## config.mk

```make
export PLATFORM = sky130hd
export DESIGN_NAME = lzw_enc
export DESIGN_NICKNAME = d
export VERILOG_FILES = /design/src/rtl/lzw_pkg.sv /design/src/rtl/lzw_bptab.sv /design/src/rtl/lzw_code_alloc.sv /design/src/rtl/lzw_clear_seq.sv /design/src/rtl/lzw_enc.sv
export SDC_FILE = /design/constraint.sdc
export NUM_CORES = 2
export LEC_CHECK = 0
export BUFFER_PORTS_ARGS = -buffer_cell sky130_fd_sc_hd__buf_4
export CORE_MARGIN = 5
export CORE_UTILIZATION = 57
export DETAILED_ROUTE_END_ITERATION = 8
export PLACE_DENSITY = 0.72
export SYNTH_ARGS = -nofsm -noshare
export SYNTH_HDL_FRONTEND = slang
export SYNTH_HIERARCHICAL = 1
export SYNTH_SLANG_ARGS = --single-unit
```

## constraint.sdc

```tcl
create_clock -name clk_i -period 6.66 [get_ports clk_i]
set_input_delay 1.998 -clock clk_i [delete_from_list [all_inputs] [get_ports clk_i]]
set_output_delay 1.998 -clock clk_i [all_outputs]
set_load 0.01 [all_outputs]
```

## src/rtl/lzw_pkg.sv

```systemverilog
package lzw_pkg;
  localparam int unsigned CHAR_W_DEF = 2;
  localparam int unsigned CODE_W_DEF = 6;
endpackage

```

## src/rtl/lzw_bptab.sv

```systemverilog
module lzw_bptab #(
  parameter int unsigned CHAR_W = lzw_pkg::CHAR_W_DEF,
  parameter int unsigned CODE_W = lzw_pkg::CODE_W_DEF,
  localparam int unsigned ADDR_W = CODE_W + CHAR_W,
  localparam int unsigned NUM    = 1 << ADDR_W
) (
  input  logic              clk_i,
  input  logic              rst_ni,
  input  logic              rd_en_i,
  input  logic [ADDR_W-1:0] rd_addr_i,
  output logic              rd_hit_o,
  output logic [CODE_W-1:0] rd_code_o,
  input  logic              wr_en_i,
  input  logic [ADDR_W-1:0] wr_addr_i,
  input  logic [CODE_W-1:0] wr_code_i,
  input  logic              clr_en_i,
  input  logic [ADDR_W-1:0] clr_addr_i
);
  logic [NUM-1:0]    vld_q;
  logic [CODE_W-1:0] mem_q [NUM];

  always_ff @(posedge clk_i or negedge rst_ni) begin
    if (!rst_ni) vld_q <= '0;
    else begin
      if (wr_en_i)  vld_q[wr_addr_i]  <= 1'b1;
      if (clr_en_i) vld_q[clr_addr_i] <= 1'b0;
    end
  end

  always_ff @(posedge clk_i) begin
    if (wr_en_i) mem_q[wr_addr_i] <= wr_code_i;
  end

  // synchronous read, same-cycle write forwarded
  always_ff @(posedge clk_i or negedge rst_ni) begin
    if (!rst_ni) begin
      rd_hit_o  <= 1'b0;
      rd_code_o <= '0;
    end else if (rd_en_i) begin
      if (wr_en_i && wr_addr_i == rd_addr_i) begin
        rd_hit_o  <= 1'b1;
        rd_code_o <= wr_code_i;
      end else begin
        rd_hit_o  <= vld_q[rd_addr_i];
        rd_code_o <= mem_q[rd_addr_i];
      end
    end
  end
endmodule

```

## src/rtl/lzw_code_alloc.sv

```systemverilog
module lzw_code_alloc #(
  parameter int unsigned CHAR_W = lzw_pkg::CHAR_W_DEF,
  parameter int unsigned CODE_W = lzw_pkg::CODE_W_DEF
) (
  input  logic              clk_i,
  input  logic              rst_ni,
  input  logic              restart_i,
  input  logic              take_i,
  output logic [CODE_W:0]   nxt_o,
  output logic [CODE_W-1:0] code_o,
  output logic              full_o
);
  localparam logic [CODE_W:0] FIRST = (CODE_W+1)'(1 << CHAR_W);
  localparam logic [CODE_W:0] LIMIT = (CODE_W+1)'(1 << CODE_W);

  logic [CODE_W:0] nxt_q;

  always_ff @(posedge clk_i or negedge rst_ni) begin
    if (!rst_ni)        nxt_q <= FIRST;
    else if (restart_i) nxt_q <= FIRST;
    else if (take_i)    nxt_q <= nxt_q + 1'b1;
  end

  assign nxt_o  = nxt_q;
  assign code_o = nxt_q[CODE_W-1:0];
  assign full_o = (nxt_q == LIMIT);
endmodule

```

## src/rtl/lzw_clear_seq.sv

```systemverilog
module lzw_clear_seq #(
  parameter int unsigned ADDR_W = 8
) (
  input  logic              clk_i,
  input  logic              rst_ni,
  input  logic              start_i,
  output logic              busy_o,
  output logic [ADDR_W-1:0] addr_o
);
  logic [ADDR_W-1:0] cnt_q;
  logic              busy_q;

  always_ff @(posedge clk_i or negedge rst_ni) begin
    if (!rst_ni) begin
      cnt_q  <= '0;
      busy_q <= 1'b0;
    end else if (start_i) begin
      cnt_q  <= '0;
      busy_q <= 1'b1;
    end else if (busy_q) begin
      if (cnt_q == '1) busy_q <= 1'b0;
      else             cnt_q  <= cnt_q + 1'b1;
    end
  end

  assign busy_o = busy_q;
  assign addr_o = cnt_q;
endmodule

```

## src/rtl/lzw_enc.sv

```systemverilog
module lzw_enc #(
  parameter int unsigned CHAR_W = lzw_pkg::CHAR_W_DEF,
  parameter int unsigned CODE_W = lzw_pkg::CODE_W_DEF
) (
  input  logic              clk_i,
  input  logic              rst_ni,
  input  logic              in_valid_i,
  output logic              in_ready_o,
  input  logic [CHAR_W-1:0] in_char_i,
  input  logic              in_last_i,
  output logic              out_valid_o,
  output logic [CODE_W-1:0] out_code_o,
  output logic              out_last_o
);
  localparam int unsigned ADDR_W = CODE_W + CHAR_W;

  logic              have_j_q, pend_q, pend_last_q, flush_q;
  logic [CODE_W-1:0] cur_j_q, pend_j_q;
  logic [CHAR_W-1:0] pend_x_q;
  logic              out_valid_q, out_last_q;
  logic [CODE_W-1:0] out_code_q;

  logic              rd_hit;
  logic [CODE_W-1:0] rd_code;
  logic              clr_busy, clr_start;
  logic [ADDR_W-1:0] clr_addr;
  logic [CODE_W:0]   alloc_nxt;
  logic [CODE_W-1:0] alloc_code;
  logic              alloc_full;

  logic              res_miss, res_hit, acc, lookup, wr_en;
  logic [CODE_W-1:0] j_now;
  logic              emit, emit_last;
  logic [CODE_W-1:0] emit_code;

  assign res_miss = pend_q && !rd_hit;
  assign res_hit  = pend_q && rd_hit;
  // speculate a miss: after one, the new j is the pending character
  assign j_now    = res_miss ? CODE_W'(pend_x_q) : cur_j_q;

  assign in_ready_o = !clr_busy && !flush_q &&
                      (!pend_q || (res_miss && !alloc_full && !pend_last_q));
  assign acc    = in_valid_i && in_ready_o;
  assign lookup = acc && have_j_q;
  assign wr_en  = res_miss && !alloc_full;

  always_comb begin
    emit      = 1'b0;
    emit_last = 1'b0;
    emit_code = '0;
    clr_start = 1'b0;
    if (flush_q && !clr_busy) begin
      emit = 1'b1; emit_last = 1'b1; emit_code = cur_j_q; clr_start = 1'b1;
    end else if (res_miss) begin
      emit = 1'b1; emit_code = pend_j_q; clr_start = alloc_full;
    end else if (res_hit && pend_last_q) begin
      emit = 1'b1; emit_last = 1'b1; emit_code = rd_code; clr_start = 1'b1;
    end else if (acc && !have_j_q && in_last_i) begin
      emit = 1'b1; emit_last = 1'b1; emit_code = CODE_W'(in_char_i); clr_start = 1'b1;
    end
  end

  always_ff @(posedge clk_i or negedge rst_ni) begin
    if (!rst_ni) begin
      have_j_q    <= 1'b0;
      pend_q      <= 1'b0;
      pend_last_q <= 1'b0;
      flush_q     <= 1'b0;
      cur_j_q     <= '0;
      pend_j_q    <= '0;
      pend_x_q    <= '0;
      out_valid_q <= 1'b0;
      out_last_q  <= 1'b0;
      out_code_q  <= '0;
    end else begin
      out_valid_q <= emit;
      out_last_q  <= emit_last;
      if (emit) out_code_q <= emit_code;
      pend_q <= lookup;
      if (lookup) begin
        pend_j_q    <= j_now;
        pend_x_q    <= in_char_i;
        pend_last_q <= in_last_i;
      end
      if (res_miss) begin
        cur_j_q <= CODE_W'(pend_x_q);
        if (pend_last_q) flush_q <= 1'b1;
      end
      if (res_hit) begin
        cur_j_q <= rd_code;
        if (pend_last_q) have_j_q <= 1'b0;
      end
      if (flush_q && !clr_busy) begin
        flush_q  <= 1'b0;
        have_j_q <= 1'b0;
      end
      if (acc && !have_j_q) begin
        cur_j_q  <= CODE_W'(in_char_i);
        have_j_q <= !in_last_i;
      end
    end
  end

  lzw_bptab #(.CHAR_W(CHAR_W), .CODE_W(CODE_W)) u_tab (
    .clk_i      (clk_i),
    .rst_ni     (rst_ni),
    .rd_en_i    (lookup),
    .rd_addr_i  ({j_now, in_char_i}),
    .rd_hit_o   (rd_hit),
    .rd_code_o  (rd_code),
    .wr_en_i    (wr_en),
    .wr_addr_i  ({pend_j_q, pend_x_q}),
    .wr_code_i  (alloc_code),
    .clr_en_i   (clr_busy),
    .clr_addr_i (clr_addr)
  );

  lzw_code_alloc #(.CHAR_W(CHAR_W), .CODE_W(CODE_W)) u_alloc (
    .clk_i     (clk_i),
    .rst_ni    (rst_ni),
    .restart_i (clr_start),
    .take_i    (wr_en),
    .nxt_o     (alloc_nxt),
    .code_o    (alloc_code),
    .full_o    (alloc_full)
  );

  lzw_clear_seq #(.ADDR_W(ADDR_W)) u_clr (
    .clk_i   (clk_i),
    .rst_ni  (rst_ni),
    .start_i (clr_start),
    .busy_o  (clr_busy),
    .addr_o  (clr_addr)
  );

  assign out_valid_o = out_valid_q;
  assign out_code_o  = out_code_q;
  assign out_last_o  = out_last_q;
endmodule

```

==> out/qor.yml <==
outcome: "finished clean"
detailedRoute.firstIterationViolations: 6183
cts_max_level: 4
hold_path_end: "u_tab/vld_q[212]$_DFF_PN0_"
multi_input_comb_area_sq_um: 19000
placedInstanceArea_sq_um: 76000
worst_slew_margin_rel_pct: 13.4
crit_start: "u_alloc/nxt_o[1]$_DFFE_PN0P_"
drt-vias-per-instance: 6.91
post_synth_inst_count: 4100
timing.reg2reg.worst_path_depth: 10
first_global_vias: 41100
min_period_over_period_pct: 78.2
max_freq_mhz: 192
drt_first_pass_iters: 7
min-delay-path-class: "reg2reg"
fp.dieH_um: 371
worstHoldPathCells: 1
timing.setup.tns_ns: 0
r2r-start: "pend_q$_DFF_PN0_"
r2r_end: "u_tab/rd_code_o[3]$_DFFE_PN0P_"
globalplace.congestion: 0.940
final_area_sq_um: 82000
power_mw: 23.3
cts_buffer_depth: 3
postCtsResizedCells: 0
dp_cells: 5701
cts.root.buffer_cell: "clkbuf_16"
cts_buffers: 179
finalCriticalPeriod_ns: 5.21
insertion_delay_ns: 0.82
route.antenna.remaining_nets: 0
nNetsFinal: 4149
hold_violations: 0
dp_hpwl_um: 124000
static-leakage-power_nw: 25.0
hold_buffers: 0
grt_overflow: 0
clk_pin_slew_ns: 0.06
yosys_warnings: 6
timing.final.max_slew_violations: 0
wirelength_um: 200000
cellPowerDensity_nw_per_um2: 284
worstMarginPinSlew_ns: 1.29
die_w_um: 371
vdd_drop_max_uv: 270
core_area_sq_um: 129000
worstSetupEndpointType: "output port"
area.growth.synth_to_final_pct: 10.4
fraction_of_layout_cells_with_a_size_suffix_above_1_pct: 19.2
critical_path_arrival_ns: 3.21
first_pass_grt_wire_length_um: 290000
smallest_setup_slack_after_layout_ns: 1.45
cts.sink_count: 1841
sequential_cell_area_sq_um: 53800
ioPinCount: 15
post_synth_instance_area_sq_um: 74300
final_util_pct: 63.4
critPathRequiredTime_ns: 4.66
detail_route.drc_violations: 0
grt_antenna_before_repair: 10
worstSetupStartpointType: "flip-flop"
worst_hold_startpoint: "u_tab/vld_q[212]$_DFF_PN0_"
tritoncts_clock_tree: "built"
post_cts_buffers: 0
detailedPlace.worstSlack_ns: 1.20
r2r_slack_ns: 1.55
holdWs_ns: 0.484
row_count: 132
rsz0062_at_grt: "no"
setup_violation_total_in_the_final_timing_report: 0
max_cap_viol_count: 0
total_die_area_sq_um: 138000
numPortBuffers: 14
detail_route.wl_per_cell_um: 33.0
critical_path_class: "reg2out"
finish.cell_count_without_fillers: 6044
vias: 41800
synth_nets: 4109
biggest_fanout_along_the_worst_timing_path: 70
largest_net_degree_at_the_start_of_global_routing: 242
fin_worst_skew_ns: 0.0468
floorplan.initialDensity_pct: 57.4
nFillCells: 8755
grt_util_all_layers_pct: 29.3
post_synth.cell_area_avg_sq_um: 18.1
## per-layer routing
layer,global-route usage [%],routed length (um),share of wire (%)
met1,40.8,73300,37
met5,0,43,0.022
met2,43.8,91000,46
met3,8.76,24800,12
met4,12.9,10400,5.2
## flip-flops by register name, indices dropped and copies added (netlist names)
register	count
cur_j_q	6
have_j_q	1
pend_x_q	2
out_valid_o	1
pend_last_q	1
pend_j_q	6
u_tab/rd_hit_o	1
flush_q	1
u_tab/mem_q	1536
u_alloc/nxt_o	7
out_code_o	6
out_last_o	1
u_tab/rd_code_o	6
u_clr/addr_o	8
u_clr/busy_o	1
u_tab/vld_q	256
pend_q	1
## power breakdown
| group | internal (mW) | total, mW | switching, mW | leakage (nW) |
|---|---|---|---|---|
| clock network | 5.99 | 10.4 | 4.38 | 2.95 |
| logic | 0.197 | 0.614 | 0.417 | 6.04 |
| registers | 12.3 | 12.3 | 0.00218 | 16.0 |
| total | 18.5 | 23.3 | 4.80 | 25.0 |
## critical path, stage by stage (launching register included)
cell     delay [ns]
dfrtp_4        0.87
inv_1          0.10
ha_1           0.20
and3_1         0.21
o31a_1         0.36
nor2_1         0.43
buf_4          0.22
## worst max path at each step
stage | endpoint | cells past startpoint
after detailed placement | u_tab/rd_code_o[3]$_DFFE_PN0P_ | 9
after CTS | in_ready_o | 6
after global routing | in_ready_o | 6
after floorplan | in_ready_o | 5
after global placement | u_tab/rd_code_o[3]$_DFFE_PN0P_ | 9
final | in_ready_o | 6
## final cells by class
type | count | area share [%]
sequential | 1841 | 65.5
multi-input combinational | 1999 | 23.2
clock buffer | 240 | 5.98
tap | 1742 | 2.66
clock inverter | 97 | 1.38
timing repair buffer | 106 | 1.21
inverter | 13 | 0.0595
antenna | 6 | 0.0183
## cells in the final DEF (no fill, tap or decap), types with 10 or more instances in the layout
| cell | instances |
|---|---|
| edfxtp_1 | 1536 |
| nor2_1 | 495 |
| mux4_2 | 382 |
| dfrtp_1 | 299 |
| a21oi_1 | 213 |
| clkbuf_16 | 183 |
| mux2i_1 | 140 |
| nand2_1 | 118 |
| buf_4 | 89 |
| o22a_1 | 80 |
| o22ai_1 | 70 |
| clkbuf_1 | 46 |
| o221ai_1 | 44 |
| nand3_1 | 40 |
| mux4_1 | 38 |
| a211oi_1 | 35 |
| clkinv_2 | 32 |
| nor2b_1 | 27 |
| clkinv_1 | 27 |
| nand2b_1 | 23 |
| bufinv_16 | 20 |
| and2_1 | 19 |
| nor3_1 | 19 |
| buf_12 | 14 |
| a22oi_1 | 13 |
| a31oi_1 | 13 |
| nor4_1 | 13 |
| o21ai_1 | 12 |
| o211ai_1 | 12 |
| clkbuf_8 | 11 |
| mux2_2 | 11 |
| nand4_1 | 10 |
| o21ai_0 | 10 |
| or3_1 | 10 |
| nor2_2 | 10 |
| nor3_2 | 10 |
(Power assumes the default switching activity.)
